**config.mk**
```make
export PLATFORM = sky130hd
export DESIGN_NAME = smram_guard
export DESIGN_NICKNAME = d
export VERILOG_FILES = /design/src/rtl/smram_guard_pkg.sv /design/src/rtl/smram_guard_ctrl.sv /design/src/rtl/smram_guard_dp.sv /design/src/rtl/smram_guard.sv
export SDC_FILE = /design/constraint.sdc
export NUM_CORES = 1
export LEC_CHECK = 0
export BUFFER_PORTS_ARGS = -buffer_cell sky130_fd_sc_hd__buf_2
export CAP_MARGIN = 10
export CORE_UTILIZATION = 58
export CTS_BUF_LIST = sky130_fd_sc_hd__clkbuf_4
export DETAILED_ROUTE_END_ITERATION = 8
export HOLD_SLACK_MARGIN = 0.12
export PLACE_DENSITY = 0.91
export SLEW_MARGIN = 25
export SYNTH_ARGS = -nofsm -noshare
export SYNTH_HDL_FRONTEND = slang
export SYNTH_SLANG_ARGS = --single-unit
```
**constraint.sdc**
```tcl
create_clock -name clk -period 6.2 [get_ports clk]
set_clock_uncertainty 0.05 [all_clocks]
set_input_delay 0.31 -clock clk [delete_from_list [all_inputs] [get_ports clk]]
set_output_delay 0.31 -clock clk [all_outputs]
set_load 0.005 [all_outputs]
```
**src/rtl/smram_guard_pkg.sv**
```systemverilog
package smram_guard_pkg;
  typedef enum logic [1:0] {
    AG_CPU  = 2'd0,
    AG_PCIE = 2'd1,
    AG_DMI  = 2'd2,
    AG_GFX  = 2'd3
  } agent_e;

  typedef enum logic [2:0] {
    SEL_TOP  = 3'd0,
    SEL_DATA = 3'd1,
    SEL_GTT  = 3'd2,
    SEL_SEG  = 3'd3,
    SEL_CTRL = 3'd4
  } cfg_sel_e;

  // strobes from the decision logic to the forwarding stage
  typedef struct packed {
    logic load;
    logic redirect;
    logic stripBe;
  } fwd_strobe_t;
endpackage

```
**src/rtl/smram_guard_ctrl.sv**
```systemverilog
module smram_guard_ctrl
  import smram_guard_pkg::*;
#(
  parameter int ADDR_W   = 32,
  parameter int MB_SHIFT = 20,
  localparam int MB_W    = ADDR_W - MB_SHIFT
) (
  input  logic            clk,
  input  logic            rstN,
  input  logic            cfgWrEn,
  input  logic [2:0]      cfgSel,
  input  logic [MB_W-1:0] cfgWrData,
  input  logic            reqValid,
  input  logic [MB_W-1:0] reqAddrMb,
  input  logic [1:0]      reqAgent,
  input  logic            reqSmm,
  input  logic            reqWb,
  input  logic            reqWrite,
  output fwd_strobe_t     strobe
);
  logic [MB_W-1:0] topMb, dataMb, gttMb, segMb;
  logic            segEn, extEn;
  logic [MB_W-1:0] gfxBase, segBase;
  logic            inSeg, isCpu, cpuBad, badReq;

  always_ff @(posedge clk or negedge rstN) begin
    if (!rstN) begin
      topMb  <= '0;
      dataMb <= '0;
      gttMb  <= '0;
      segMb  <= '0;
      segEn  <= 1'b0;
      extEn  <= 1'b0;
    end else if (cfgWrEn) begin
      case (cfg_sel_e'(cfgSel))
        SEL_TOP:  topMb  <= cfgWrData;
        SEL_DATA: dataMb <= cfgWrData;
        SEL_GTT:  gttMb  <= cfgWrData;
        SEL_SEG:  segMb  <= cfgWrData;
        SEL_CTRL: begin
          segEn <= cfgWrData[0];
          extEn <= cfgWrData[1];
        end
        default: ;
      endcase
    end
  end

  // base recomputed whenever any size or the top changes
  always_comb begin
    gfxBase = topMb - dataMb - gttMb;
    segBase = gfxBase - segMb;
    inSeg   = segEn && (reqAddrMb >= segBase) && (reqAddrMb < gfxBase);
    isCpu   = (reqAgent == AG_CPU);
    cpuBad  = extEn && (!reqSmm || !reqWb);
    badReq  = inSeg && (!isCpu || cpuBad);
    strobe.load     = reqValid;
    strobe.redirect = reqValid && badReq;
    strobe.stripBe  = reqValid && badReq && reqWrite;
  end
endmodule

```
**src/rtl/smram_guard_dp.sv**
```systemverilog
module smram_guard_dp
  import smram_guard_pkg::*;
#(
  parameter int ADDR_W = 32,
  parameter int BE_W   = 8,
  parameter logic [ADDR_W-1:0] LEGACY_ADDR = ADDR_W'('h000C_0000)
) (
  input  logic              clk,
  input  logic              rstN,
  input  fwd_strobe_t       strobe,
  input  logic [ADDR_W-1:0] reqAddr,
  input  logic [BE_W-1:0]   reqBe,
  input  logic              reqWrite,
  output logic              outValid,
  output logic [ADDR_W-1:0] outAddr,
  output logic [BE_W-1:0]   outBe,
  output logic              outWrite,
  output logic              outInvalid
);
  always_ff @(posedge clk or negedge rstN) begin
    if (!rstN) begin
      outValid   <= 1'b0;
      outAddr    <= '0;
      outBe      <= '0;
      outWrite   <= 1'b0;
      outInvalid <= 1'b0;
    end else begin
      outValid   <= strobe.load;
      outInvalid <= strobe.redirect;
      if (strobe.load) begin
        outAddr  <= strobe.redirect ? LEGACY_ADDR : reqAddr;
        outBe    <= strobe.stripBe ? '0 : reqBe;
        outWrite <= reqWrite;
      end
    end
  end
endmodule

```
**src/rtl/smram_guard.sv**
```systemverilog
module smram_guard
  import smram_guard_pkg::*;
#(
  parameter int ADDR_W   = 32,
  parameter int BE_W     = 8,
  parameter int MB_SHIFT = 20,
  parameter logic [ADDR_W-1:0] LEGACY_ADDR = ADDR_W'('h000C_0000),
  localparam int MB_W    = ADDR_W - MB_SHIFT
) (
  input  logic              clk,
  input  logic              rstN,
  input  logic              cfgWrEn,
  input  logic [2:0]        cfgSel,
  input  logic [MB_W-1:0]   cfgWrData,
  input  logic              reqValid,
  input  logic [ADDR_W-1:0] reqAddr,
  input  logic [1:0]        reqAgent,
  input  logic              reqSmm,
  input  logic              reqWb,
  input  logic              reqWrite,
  input  logic [BE_W-1:0]   reqBe,
  output logic              outValid,
  output logic [ADDR_W-1:0] outAddr,
  output logic [BE_W-1:0]   outBe,
  output logic              outWrite,
  output logic              outInvalid
);
  fwd_strobe_t strobe;

  smram_guard_ctrl #(.ADDR_W(ADDR_W), .MB_SHIFT(MB_SHIFT)) u_ctrl (
    .clk(clk), .rstN(rstN),
    .cfgWrEn(cfgWrEn), .cfgSel(cfgSel), .cfgWrData(cfgWrData),
    .reqValid(reqValid), .reqAddrMb(reqAddr[ADDR_W-1:MB_SHIFT]),
    .reqAgent(reqAgent), .reqSmm(reqSmm), .reqWb(reqWb), .reqWrite(reqWrite),
    .strobe(strobe)
  );

  smram_guard_dp #(.ADDR_W(ADDR_W), .BE_W(BE_W), .LEGACY_ADDR(LEGACY_ADDR)) u_dp (
    .clk(clk), .rstN(rstN), .strobe(strobe),
    .reqAddr(reqAddr), .reqBe(reqBe), .reqWrite(reqWrite),
    .outValid(outValid), .outAddr(outAddr), .outBe(outBe),
    .outWrite(outWrite), .outInvalid(outInvalid)
  );
endmodule

```
Word level (Yosys, flattened, before mapping):

Cells that the tools add are included.

* shift operators: 0
* order comparisons: 2
* divide/modulo/power cells: 0
* reduce and logical (&&, ||, !) cells: 18
* equality and inequality tests: 4
* bitwise gates (word level): 0
* $add $sub $neg: 3
* mux-type cells: 2
* $mul: 0

Operators with widths (number)
* subtractor 12 bit: 3
* 2-to-1 mux 32 bit: 1
* greater-or-equal comparator 12 bit: 1
* < comparator 12 bit: 1
* AND reduction 2 bit: 5
* 2-to-1 mux 8 bit: 1
* == test 3 x 2 -> 1 bit, second input constant: 2
* logical AND 1 bit: 6
* == test 3 x 1 -> 1 bit, second input constant: 1
* == test 3 bit, second input constant: 1
* zero test 1 bit: 3
* zero test 3 bit: 1
* zero test 2 bit: 1
* logical OR 1 bit: 2

* bits of input ports: 64
* latch bits: 0
* memories kept: 0
* bits in registers: 93
* RAM bits: 0
* logic and storage cells: 40
* output and inout bits: 43
* bits in read-only memories: 0

Longest topological paths before layout:

Gate-level depths: netlist (run 1).

* word-level depth: 10
* mapped depth: 23

Hierarchy:

A second synthesis (run 1) with hierarchy kept.

* cell total of the unflattened synthesis: 568
* area, all modules: 5713.0 µm²

Modules (own cells, without submodules)
* smram_guard_ctrl: sequential area each 1251.2 µm², instances 1, area each 3862.5 µm², cells an instance 392
* smram_guard_dp: sequential area each 1076.0 µm², instances 1, area each 1850.5 µm², cells an instance 176

Worst setup path after synthesis (run 1):

No wires, ideal clock.

* kind: register to register
* start point: register u_ctrl.dataMb[2]
* end point: register u_dp.outAddr[10]
* period minus slack after synthesis: 4.829 ns
* arrival time: 4.644 ns
* stages on the path, launching flop included: 22
* buffers on the path: 1
* path slack: 1.371 ns
* path through: dfrtp_1 > inv_1 > fa_1 > ha_1 > nor2b_1 > o21ai_1 > nand2b_1 > a311oi_2 > and4b_1 > or3_1 > ha_1 > inv_1 > or4_1 > o311ai_0 > a311oi_1 > ha_1 > nand3_1 > nor3_1 > a211oi_1 > a21oi_2 > buf_4 > o22ai_1

* word-level cells in the longest chain between the ends: 9

Ends and longest elaborated chain
* start: declaration: RTL line smram_guard_ctrl.sv:21 `logic [MB_W-1:0] topMb, dataMb, gttMb, segMb;`
* start signal: assignment: RTL line smram_guard_ctrl.sv:37 `SEL_DATA: dataMb <= cfgWrData;`
* subtractor 12 bit * (2 in a row): RTL line smram_guard_ctrl.sv:51 `gfxBase = topMb - dataMb - gttMb;`
* subtractor 12 bit: RTL line smram_guard_ctrl.sv:52 `segBase = gfxBase - segMb;`
* greater-or-equal comparator 12 bit: RTL line smram_guard_ctrl.sv:53 `inSeg = segEn && (reqAddrMb >= segBase) && (reqAddrMb < gfxBase);`
* logical AND 1 bit: RTL line smram_guard_ctrl.sv:53
* logical AND 1 bit *: RTL line smram_guard_ctrl.sv:53
* logical AND 1 bit *: RTL line smram_guard_ctrl.sv:56 `badReq = inSeg && (!isCpu || cpuBad);`
* logical AND 1 bit *: RTL line smram_guard_ctrl.sv:58 `strobe.redirect = reqValid && badReq;`
* 2-to-1 mux 32 bit *: RTL line smram_guard_dp.sv:31 `outAddr <= strobe.redirect ? LEGACY_ADDR : reqAddr;`
* end signal: assignment: RTL line smram_guard_dp.sv:31
* end: declaration: RTL line smram_guard_dp.sv:15 `output logic [ADDR_W-1:0] outAddr,`

Every way passes the cells marked *; elsewhere a longest branch is shown, timed or not.
A chain may end at the register's enable or synchronous reset.

Final worst setup path (run 1):

* start point: register u_ctrl.gttMb[2]
* end point: register u_dp.outBe[1]

* word-level cells in the longest chain between the ends: 9

Ends and longest elaborated chain
* start: declaration: RTL line smram_guard_ctrl.sv:21
* start signal: assignment: RTL line smram_guard_ctrl.sv:38 `SEL_GTT: gttMb <= cfgWrData;`
* subtractor 12 bit *: RTL line smram_guard_ctrl.sv:51
* subtractor 12 bit: RTL line smram_guard_ctrl.sv:52
* greater-or-equal comparator 12 bit: RTL line smram_guard_ctrl.sv:53
* logical AND 1 bit: RTL line smram_guard_ctrl.sv:53
* logical AND 1 bit *: RTL line smram_guard_ctrl.sv:53
* logical AND 1 bit *: RTL line smram_guard_ctrl.sv:56
* logical AND 1 bit * (2 in a row): RTL line smram_guard_ctrl.sv:59 `strobe.stripBe = reqValid && badReq && reqWrite;`
* 2-to-1 mux 8 bit *: RTL line smram_guard_dp.sv:32 `outBe <= strobe.stripBe ? '0 : reqBe;`
* end signal: assignment: RTL line smram_guard_dp.sv:32
* end: declaration: RTL line smram_guard_dp.sv:16 `output logic [BE_W-1:0] outBe,`

Marks and branches as above.

==> impl_metrics.json, run 1 <==
{
  "status": "finished clean",
  "synth_edf_count": 0,
  "synth_top_area_share_pct": 41.8,
  "setup_viol": 0,
  "critPathMostFrequentCell": "ha_1",
  "io_pins": 107,
  "drt-vias-per-instance": 5.74,
  "setup.worst_path.end_class": "register",
  "synthCells": 558,
  "grt_overflow": 0,
  "cellLeakagePower_nw": 3.38,
  "max-vdd-ir-drop_uv": 349,
  "post-route-util_pct": 73.9,
  "synth.net_count": 681,
  "yosys_warnings": 0,
  "slowest_stage": "dlygate4sd3_1",
  "cts_max_level": 3,
  "crit_chain": "inv_1, fa_1, ha_1, nor2b_1, o21ai_1, nand2b_1, a311oi_2, and4b_1, or3_1, ha_1, inv_1, or4_1, o311ai_0, a311oi_1, ha_1, nand3_1, nor3_1, a211oi_1, a21oi_4, buf_12, a31oi_1, dlygate4sd3_1",
  "die_h_um": 100,
  "yosys-top-cells-count": "dfrtp_1, inv_1, nand2_1",
  "cp.required_ns": 6.54,
  "syn_area_per_cell_sq_um": 9.98,
  "slew_violations": 0,
  "cts_tree": "yes",
  "totalPowerFinal_mw": 4.45,
  "wirelength_um": 14300,
  "maxSlewHeadroom_pct": 48.0,
  "cp_max_fo": 31,
  "p_per_area_nw_per_um2": 648,
  "crit_family": "simple AND/OR/NAND/NOR gates",
  "hold_ws_ns": 0.127,
  "rows": 35,
  "track_usage_pct": 29.2,
  "clk_pin_slew_ns": 0.14,
  "tightest_slew_ns": 0.780,
  "drtIter0Drc": 302,
  "dp_hpwl_um": 9440,
  "seq_area_frac_synth_pct": 41.8,
  "netlist_area_sq_um": 5570,
  "clock_latency_ns": 0.46,
  "coreArea_sq_um": 9280,
  "gr-usage-met1_pct": 33.8,
  "drtAntennaViolNets": 0,
  "wl_per_cell_um": 16.9,
  "cp_num_buf_inv": 4,
  "yosysTopAreaCell": "dfrtp_1",
  "diodes": 0,
  "slowest_delay_ns": 0.58,
  "numCtsBuffers": 9,
  "hold_path_class": "in2reg",
  "drc": 0,
  "grt_pass1_vias": 4896,
  "criticalPathCategory": "reg2reg",
  "num_vias": 4857,
  "grt_pass1_wl_um": 22800,
  "use_met3_pct": 7.17,
  "timing.final.crit_period_ns": 5.91,
  "synthDistinctLibCells": 56,
  "yosys-top-cells-area": "dfrtp_1, ha_1, mux2_2",
  "start_util_pct": 60.0,
  "layout.nets": 835,
  "ctsRootBufferMaster": "clkbuf_4",
  "place_congestion": 0.954,
  "port_buffers": 106,
  "die_area_sq_um": 9990,
  "hold_viol": 0,
  "clkSinkCount": 93,
  "areaGrowthSynthToFinish_pct": 23.3,
  "maxCapViolCount": 0,
  "async_flop_share_pct": 100,
  "die_w_um": 100,
  "busiest_layer": "met2",
  "synth.most_common_cell": "dfrtp_1",
  "worstSetupStartpointType": "register",
  "layout-drive-gt1-share_pct": 23.2,
  "clockBufferDepth": 2,
  "ys.flop_type": "dfrtp_1",
  "critical_path_arrival_ns": 6.25,
  "met2_usage_pct": 50.6,
  "first_pass_iters": 5,
  "finalCritPeriodShare_pct": 95.3,
  "synth_seq_cells": 93,
  "antenna_found_initial": 0,
  "fmax_ghz": 0.169,
  "grt_max_degree": 83
}
[cell families (layout without fill, tap and decap cells)]
family / Yosys count / count (layout) / share of synthesized area [%]
and+or+nand+nor: 124 / 124 / 10.4
AOI/OAI and AO/OA: 119 / 119 / 14.0
buffers and inverters: 99 / 258 / 7.06
DFF: 93 / 93 / 41.8
adders and majority gates: 59 / 59 / 14.9
muxes: 39 / 39 / 7.69
xor gates and xnor gates: 25 / 25 / 4.20
[tightest hold or removal path, delay by kind of cell]
family | cells | cell delay (ns)
AO/OA/AOI/OAI | 1 | 0.13
multiplexers | 1 | 0.06
buffers and inverters | 1 | 0.08
[sequential cells by signal (all words and copies together), names as in the netlist]
name             flops
u_dp.outAddr        32
u_dp.outBe           8
u_dp.outInvalid      1
u_ctrl.dataMb       12
u_ctrl.segMb        12
u_ctrl.segEn         1
u_dp.outWrite        1
u_dp.outValid        1
u_ctrl.extEn         1
u_ctrl.topMb        12
u_ctrl.gttMb        12
[path summary, 6_finish.rpt]
path / from / to / slack (ns) / cells after the start
worst max-delay path: u_ctrl.gttMb[2] / u_dp.outBe[1] / 0.29 / 22
worst min-delay path: reqBe[0] / u_dp.outBe[0] / 0.13 / 3
worst max register to register: u_ctrl.gttMb[2] / u_dp.outBe[1] / 0.29 / 22
worst min register to register: u_ctrl.segMb[6] / u_ctrl.segMb[6] / 0.48 / 1
max in group asynchronous: rstN / u_ctrl.dataMb[7] / 4.72 / 3
min in group asynchronous: rstN / u_dp.outAddr[27] / 0.37 / 2
[stage by stage]
| step | setup TNS, ns | cells | worst slack [ns] | instance area [sq um] |
|---|---|---|---|---|
| finish | 0 | 846 | 0.290 | 6860 |
| global route | -0.104 | 846 | -0.104 | 6860 |
| CTS | 0 | 844 | 0.109 | 6840 |
| detailed placement | 0 | 778 | 0.673 | 6220 |
| global placement | 0 | 778 | 0.910 | 6220 |
| floorplan | 0 | 558 | 1.37 | 5570 |
[layout make-up]
class	count	area (sq um)
Clock buffer	9	67.6
Clock inverter	7	51.3
Fill cell	584	2420
Inverter	78	293
Multi-Input combinational cell	366	2850
Sequential cell	93	2330
Tap cell	129	161
Timing Repair Buffer	164	1110
[per-layer routing]
layer / vias up / share of wire [%]
met3: 61 / 7.3
met4: 0 / 4.3
met5: - / 0
met2: 246 / 49
met1: 2327 / 39
li1: 2223 / -
[what timing repair did]
item,4_1_cts,5_1_grt
buffers inserted,0,1
hold buffers,50,1
setup endpoints to repair,0,1
hold endpoints to repair,136,1
resized for setup,0,1
[placed cells by master, fill, tap and decap left out, drive strengths merged, types with 15 or more instances in the layout]
master and n:
inv 79, dlygate4sd3 51, nand2 62, xnor2 15, mux2 30, buf 113
o21ai 32, o22ai 30, nor2 16, dfrtp 93, ha 47
[where the power goes]
| part | internal, mW | total (mW) | switching, mW |
|---|---|---|---|
| sequential | 0.762 | 0.857 | 0.0945 |
| combinational | 1.45 | 3.29 | 1.85 |
| clock | 0.0839 | 0.298 | 0.214 |
| total | 2.29 | 4.45 | 2.15 |
(Power assumes the default switching activity.)
==> run 2: changes to the inputs <==
- clock period: 6.2 -> 5.85 ns (I/O delays scaled with it)
==> run 2 against run 1 <==
Non-clock buffer count increased by 3. Die area unchanged. Fmax increased by 7.8%. Critical path depth decreased by 1. Critical endpoint is now u_dp.outBe[7].
==> impl_metrics.json, run 2 (synthesis results as in run 1) <==
{
  "wl_per_cell_um": 17.7,
  "hold_viol": 0,
  "swShare_pct": 49.2,
  "die_w_um": 100,
  "coreArea_sq_um": 9280,
  "cp.required_ns": 6.09,
  "drtIter0Drc": 238,
  "drt-vias-per-instance": 5.73,
  "grt_overflow": 0,
  "rsz0062_at_grt": "false",
  "placedCellCount": 779,
  "power_frac_comb_pct": 74.1,
  "path_depth": 21,
  "crit_chain": "inv_1, fa_1, ha_1, nor2b_1, o21ai_1, nand2b_1, a311oi_2, and4b_1, or3_1, ha_1, inv_1, or4_1, o311ai_0, a311oi_1, ha_1, nand3_1, nor3_1, a211oi_1, a21oi_2, buf_4, a31oi_1",
  "final_cells": 849,
  "maxCapViolCount": 0,
  "areaGrowthSynthToFinish_pct": 23.6,
  "p_switching_mw": 2.35,
  "die_area_sq_um": 9990,
  "slowest_delay_ns": 0.51,
  "start_util_pct": 60.0,
  "cellLeakagePower_nw": 3.38,
  "cts_max_level": 3,
  "pwr-share-seq_pct": 18.9,
  "postCtsSetupRepairBufs": 0,
  "min_path_cells": 3,
  "clockBufferDepth": 2,
  "ctsRootBufferMaster": "clkbuf_4",
  "slew_violations": 0,
  "fmax_ghz": 0.182,
  "final_common_cell": "buf_2",
  "place_congestion": 0.987,
  "track_usage_pct": 32.8,
  "io_pins": 107,
  "power.share.clock_pct": 7.0,
  "status": "finished clean",
  "cp_num_buf_inv": 3,
  "first_pass_iters": 7,
  "post-route-util_pct": 74.1,
  "critPathMostFrequentCell": "ha_1",
  "finalSetupTns_ns": 0,
  "clkSinkCount": 93,
  "max-vdd-ir-drop_uv": 474,
  "clock_latency_ns": 0.46,
  "slowest_stage": "or4_1",
  "largest_reg_flops": 32,
  "cp_max_fo": 31,
  "setup_viol": 0,
  "critical_path_arrival_ns": 5.72,
  "numCtsBuffers": 9,
  "setup.worst_path.end_class": "register",
  "num_vias": 4864,
  "grt_pass1_vias": 5165,
  "antenna_found_initial": 0,
  "p_per_area_nw_per_um2": 696,
  "worstSetupStartpointType": "register",
  "largest_register": "u_dp.outAddr",
  "timing.final.crit_period_ns": 5.48,
  "final_cell_mix": "buf_2, dfrtp_1, inv_1, nand2_1, dlygate4sd3_1",
  "drtAntennaViolNets": 0,
  "cts_tree": "yes",
  "worstRegToRegCells": 21,
  "criticalPathCategory": "reg2reg",
  "die_h_um": 100,
  "port_buffers": 106,
  "layout.nets": 838,
  "rows": 35,
  "drc": 0,
  "grt_max_degree": 83,
  "dp_hpwl_um": 9700,
  "grt_pass1_wl_um": 25000,
  "internal_power_mw": 2.43,
  "wirelength_um": 15000,
  "diodes": 0,
  "clk_pin_slew_ns": 0.16,
  "layout-drive-gt1-share_pct": 23.2,
  "maxSlewHeadroom_pct": 48.5,
  "tightest_slew_ns": 0.772,
  "finalCritPeriodShare_pct": 93.7,
  "hold_path_class": "in2reg",
  "crit_family": "simple AND/OR/NAND/NOR gates"
}
[run 2: cell count changes in the layout (fill, tap and decap cells not counted), sizes merged]
cell / before / now
clkinv: 5 / 1
inv: 79 / 81
clkinvlp: 1 / 3
dlygate4sd3: 51 / 54
[run 2: final timing paths]
check / from / to / slack, ns
worst min-delay path: cfgSel[0] / u_ctrl.segEn / 0.22
min in group asynchronous: rstN / u_dp.outAddr[27] / 0.34
max in group asynchronous: rstN / u_ctrl.topMb[7] / 4.40
worst max register to register: u_ctrl.gttMb[2] / u_dp.outBe[7] / 0.37
worst max-delay path: u_ctrl.gttMb[2] / u_dp.outBe[7] / 0.37
worst min register to register: u_dp.outAddr[19] / u_dp.outAddr[19] / 0.47
[run 2: what timing repair did]
item | in CTS | in global routing
endpoints found under the hold margin | 137 | 0
hold buffers | 54 | 0
resized for setup | 0 | 0
[run 2: worst register-to-register path, stage by stage (launching register included)]
cell and delay [ns]:
dfrtp_1 0.36, inv_1 0.06, fa_1 0.48, ha_1 0.36, nor2b_1 0.15, o21ai_1 0.11
nand2b_1 0.14, a311oi_2 0.34, and4b_1 0.24, or3_1 0.37, ha_1 0.35, inv_1 0.11
or4_1 0.51, o311ai_0 0.14, a311oi_1 0.09, ha_1 0.32, nand3_1 0.12, nor3_1 0.23
a211oi_1 0.13, a21oi_2 0.16, buf_4 0.32, a31oi_1 0.18
[run 2: power by group through the flow]
stage          Sequential, mW  Clock [mW]  Combinational (mW)
6_report                0.906       0.334                3.55
5_1_grt                 0.921       0.369                3.91
4_1_cts                 0.894       0.337                3.38
3_5_place_dp            0.909           0                3.33
3_3_place_gp            0.897           0                3.06
2_1_floorplan           0.903           0                2.51
[run 2: final cells by class]
type / instances / area (sq um)
multi-input combinational: 366 / 2850
fill: 592 / 2400
sequential: 93 / 2330
timing repair buffer: 167 / 1130
inverter: 78 / 293
tap: 129 / 161
clock buffer: 9 / 67.6
clock inverter: 7 / 57.6
[run 2: per-stage QoR]
stage          instance area [sq um]  hold WS (ns)  total power, mW  worst slack [ns]
2_1_floorplan                   5570       -0.0531             3.41              1.02
3_5_place_dp                    6210         0.293             4.24             0.525
5_1_grt                         6880         0.232             5.20            0.0550
3_3_place_gp                    6210         0.274             3.96             0.768
6_report                        6880         0.215             4.79             0.368
4_1_cts                         6880         0.193             4.61             0.489
[run 2: metal layers]
metal  share of wire, %  global-route usage, %
met2                 49                   56.1
met3                7.0                   7.24
met1                 38                   37.4
met4                5.7                   20.9
met5                  0                      0
==> run 3: changes to the inputs <==
- CAP_MARGIN: 10 -> default
- PLACE_DENSITY: 0.91 -> 0.83
==> run 3 against run 2 <==
Sequential share of layout area about the same. Fmax down 1.3%. Cell count down 0.24%. Clock power down 3%. Hold slack better by 0.0081 ns. Die area unchanged. Count of clock-buffer cells in the layout up 1. Combinational power down 5.9%. Sequential power down 0.6%. Setup slack worse by 0.069 ns. Largest power group unchanged. Highest routed layer unchanged.
==> impl_metrics.json, run 3 (synthesis results as in run 1) <==
{
  "drc": 0,
  "wl_per_cell_um": 15.7,
  "tightest_slew_ns": 0.832,
  "grt_max_degree": 94,
  "rows": 35,
  "grt_overflow": 0,
  "cp_max_fo": 21,
  "final_common_cell": "buf_2",
  "criticalPathCategory": "reg2reg",
  "die_area_sq_um": 9990,
  "ctsRootBufferMaster": "clkbuf_4",
  "worstSetupStartpointType": "register",
  "first_pass_iters": 5,
  "drt-vias-per-instance": 5.43,
  "setup_viol": 0,
  "coreArea_sq_um": 9280,
  "start_util_pct": 60.0,
  "maxSlewHeadroom_pct": 44.5,
  "fmax_ghz": 0.180,
  "antenna_found_initial": 0,
  "port_buffers": 106,
  "slew_violations": 0,
  "largest_reg_flops": 32,
  "finalSetupTns_ns": 0,
  "crit_chain": "inv_1, fa_1, ha_1, nor2b_1, o21ai_1, nand2b_1, a311oi_2, and4b_1, or3_1, ha_1, inv_1, or4_1, o311ai_0, a311oi_1, ha_1, nand3_1, nor3_1, a211oi_1, a21oi_4, buf_4, a31oi_1",
  "slowest_delay_ns": 0.55,
  "p_switching_mw": 2.15,
  "detailed_place.area_sq_um": 6210,
  "critical_path_arrival_ns": 5.80,
  "layout.nets": 836,
  "die_w_um": 100,
  "diodes": 0,
  "clockBufferDepth": 2,
  "layout-drive-gt1-share_pct": 23.1,
  "rsz0062_at_grt": "false",
  "cp.required_ns": 6.09,
  "hold_ws_ns": 0.223,
  "max-vdd-ir-drop_uv": 408,
  "drtAntennaViolNets": 0,
  "areaGrowthSynthToFinish_pct": 23.7,
  "cts_max_level": 3,
  "placedCellCount": 777,
  "cp_num_buf_inv": 3,
  "design_area_sq_um": 6880,
  "cellLeakagePower_nw": 3.39,
  "die_h_um": 100,
  "power_frac_comb_pct": 73.2,
  "critPathMostFrequentCell": "ha_1",
  "clock_latency_ns": 0.45,
  "min_path_cells": 4,
  "clkSinkCount": 93,
  "pwr-share-seq_pct": 19.7,
  "status": "finished clean",
  "grt_pass1_vias": 4768,
  "p_per_area_nw_per_um2": 663,
  "final_cells": 847,
  "finalCritPeriodShare_pct": 94.9,
  "maxCapViolCount": 0,
  "track_usage_pct": 27.7,
  "hold_viol": 0,
  "path_depth": 21,
  "grt_pass1_wl_um": 21800,
  "wirelength_um": 13300,
  "final_cell_mix": "buf_2, dfrtp_1, inv_1, nand2_1, dlygate4sd3_1",
  "io_pins": 107,
  "numCtsBuffers": 9,
  "clk_pin_slew_ns": 0.16,
  "cts_tree": "yes",
  "swShare_pct": 47.2,
  "num_vias": 4602,
  "postCtsResizedCells": 0,
  "dp_hpwl_um": 8810,
  "internal_power_mw": 2.41,
  "timing.final.crit_period_ns": 5.55,
  "hold_path_class": "in2reg",
  "largest_register": "u_dp.outAddr",
  "worstRegToRegCells": 21,
  "crit_family": "simple AND/OR/NAND/NOR gates",
  "drtIter0Drc": 205,
  "power.share.clock_pct": 7.1,
  "place_congestion": 0.849,
  "slowest_stage": "or4_1",
  "setup.worst_path.end_class": "register"
}
[run 3: cell type report]
class	instances	area, sq um
inverters	78	293
clock inverters	6	47.5
well taps	129	161
repair buffers	165	1110
flip-flops and latches	93	2330
multi-input cells	366	2870
fillers	673	2400
clock buffers	10	75.1
[run 3: metal layers]
metal  wire length (um)  GRT usage (%)  part of all wire, %
met4                286           9.73                  2.2
met5                  0              0                    0
met3                672           4.04                  5.1
met2               6690           49.7                   50
met1               5600           34.2                   42
[run 3: stage by stage]
step	util, %	power [mW]	worst slack [ns]
after floorplan	-	3.41	1.02
after global placement	66.9	4.03	0.624
after detailed placement	66.9	4.18	0.391
after CTS	74.1	4.55	0.363
after global routing	74.2	5.04	0.0504
final	74.2	4.56	0.298
[run 3: path summary, 6_finish.rpt]
path | start | end | slack (ns)
setup / recovery | u_ctrl.dataMb[2] | u_dp.outBe[3] | 0.30
hold / removal | cfgSel[1] | u_ctrl.topMb[1] | 0.22
setup reg to reg | u_ctrl.dataMb[2] | u_dp.outBe[3] | 0.30
hold reg to reg | u_dp.outAddr[18] | u_dp.outAddr[18] | 0.48
max in group asynchronous | rstN | u_ctrl.segMb[7] | 4.73
min in group asynchronous | rstN | u_dp.outBe[6] | 0.43
[run 3: worst register-to-register path: cells and delay by family (launching register included)]
family / cells / cell delay [ns]
compound gates: 7 / 1.28
fa+ha+maj: 4 / 1.46
simple gates: 7 / 1.74
flops: 1 / 0.40
buf+inv: 3 / 0.49
[run 3: power groups by stage]
stage | combinational (mW) | sequential (mW) | clock, mW
2_1_floorplan | 2.51 | 0.903 | 0
3_3_place_gp | 3.13 | 0.899 | 0
3_5_place_dp | 3.27 | 0.907 | 0
4_1_cts | 3.32 | 0.893 | 0.334
5_1_grt | 3.77 | 0.916 | 0.355
6_report | 3.34 | 0.901 | 0.323
[run 3: what timing repair did]
action                                 4_1_cts  5_1_grt
endpoints found under the hold margin      183        0
hold buffers                                54        0
setup buffers                                0        0
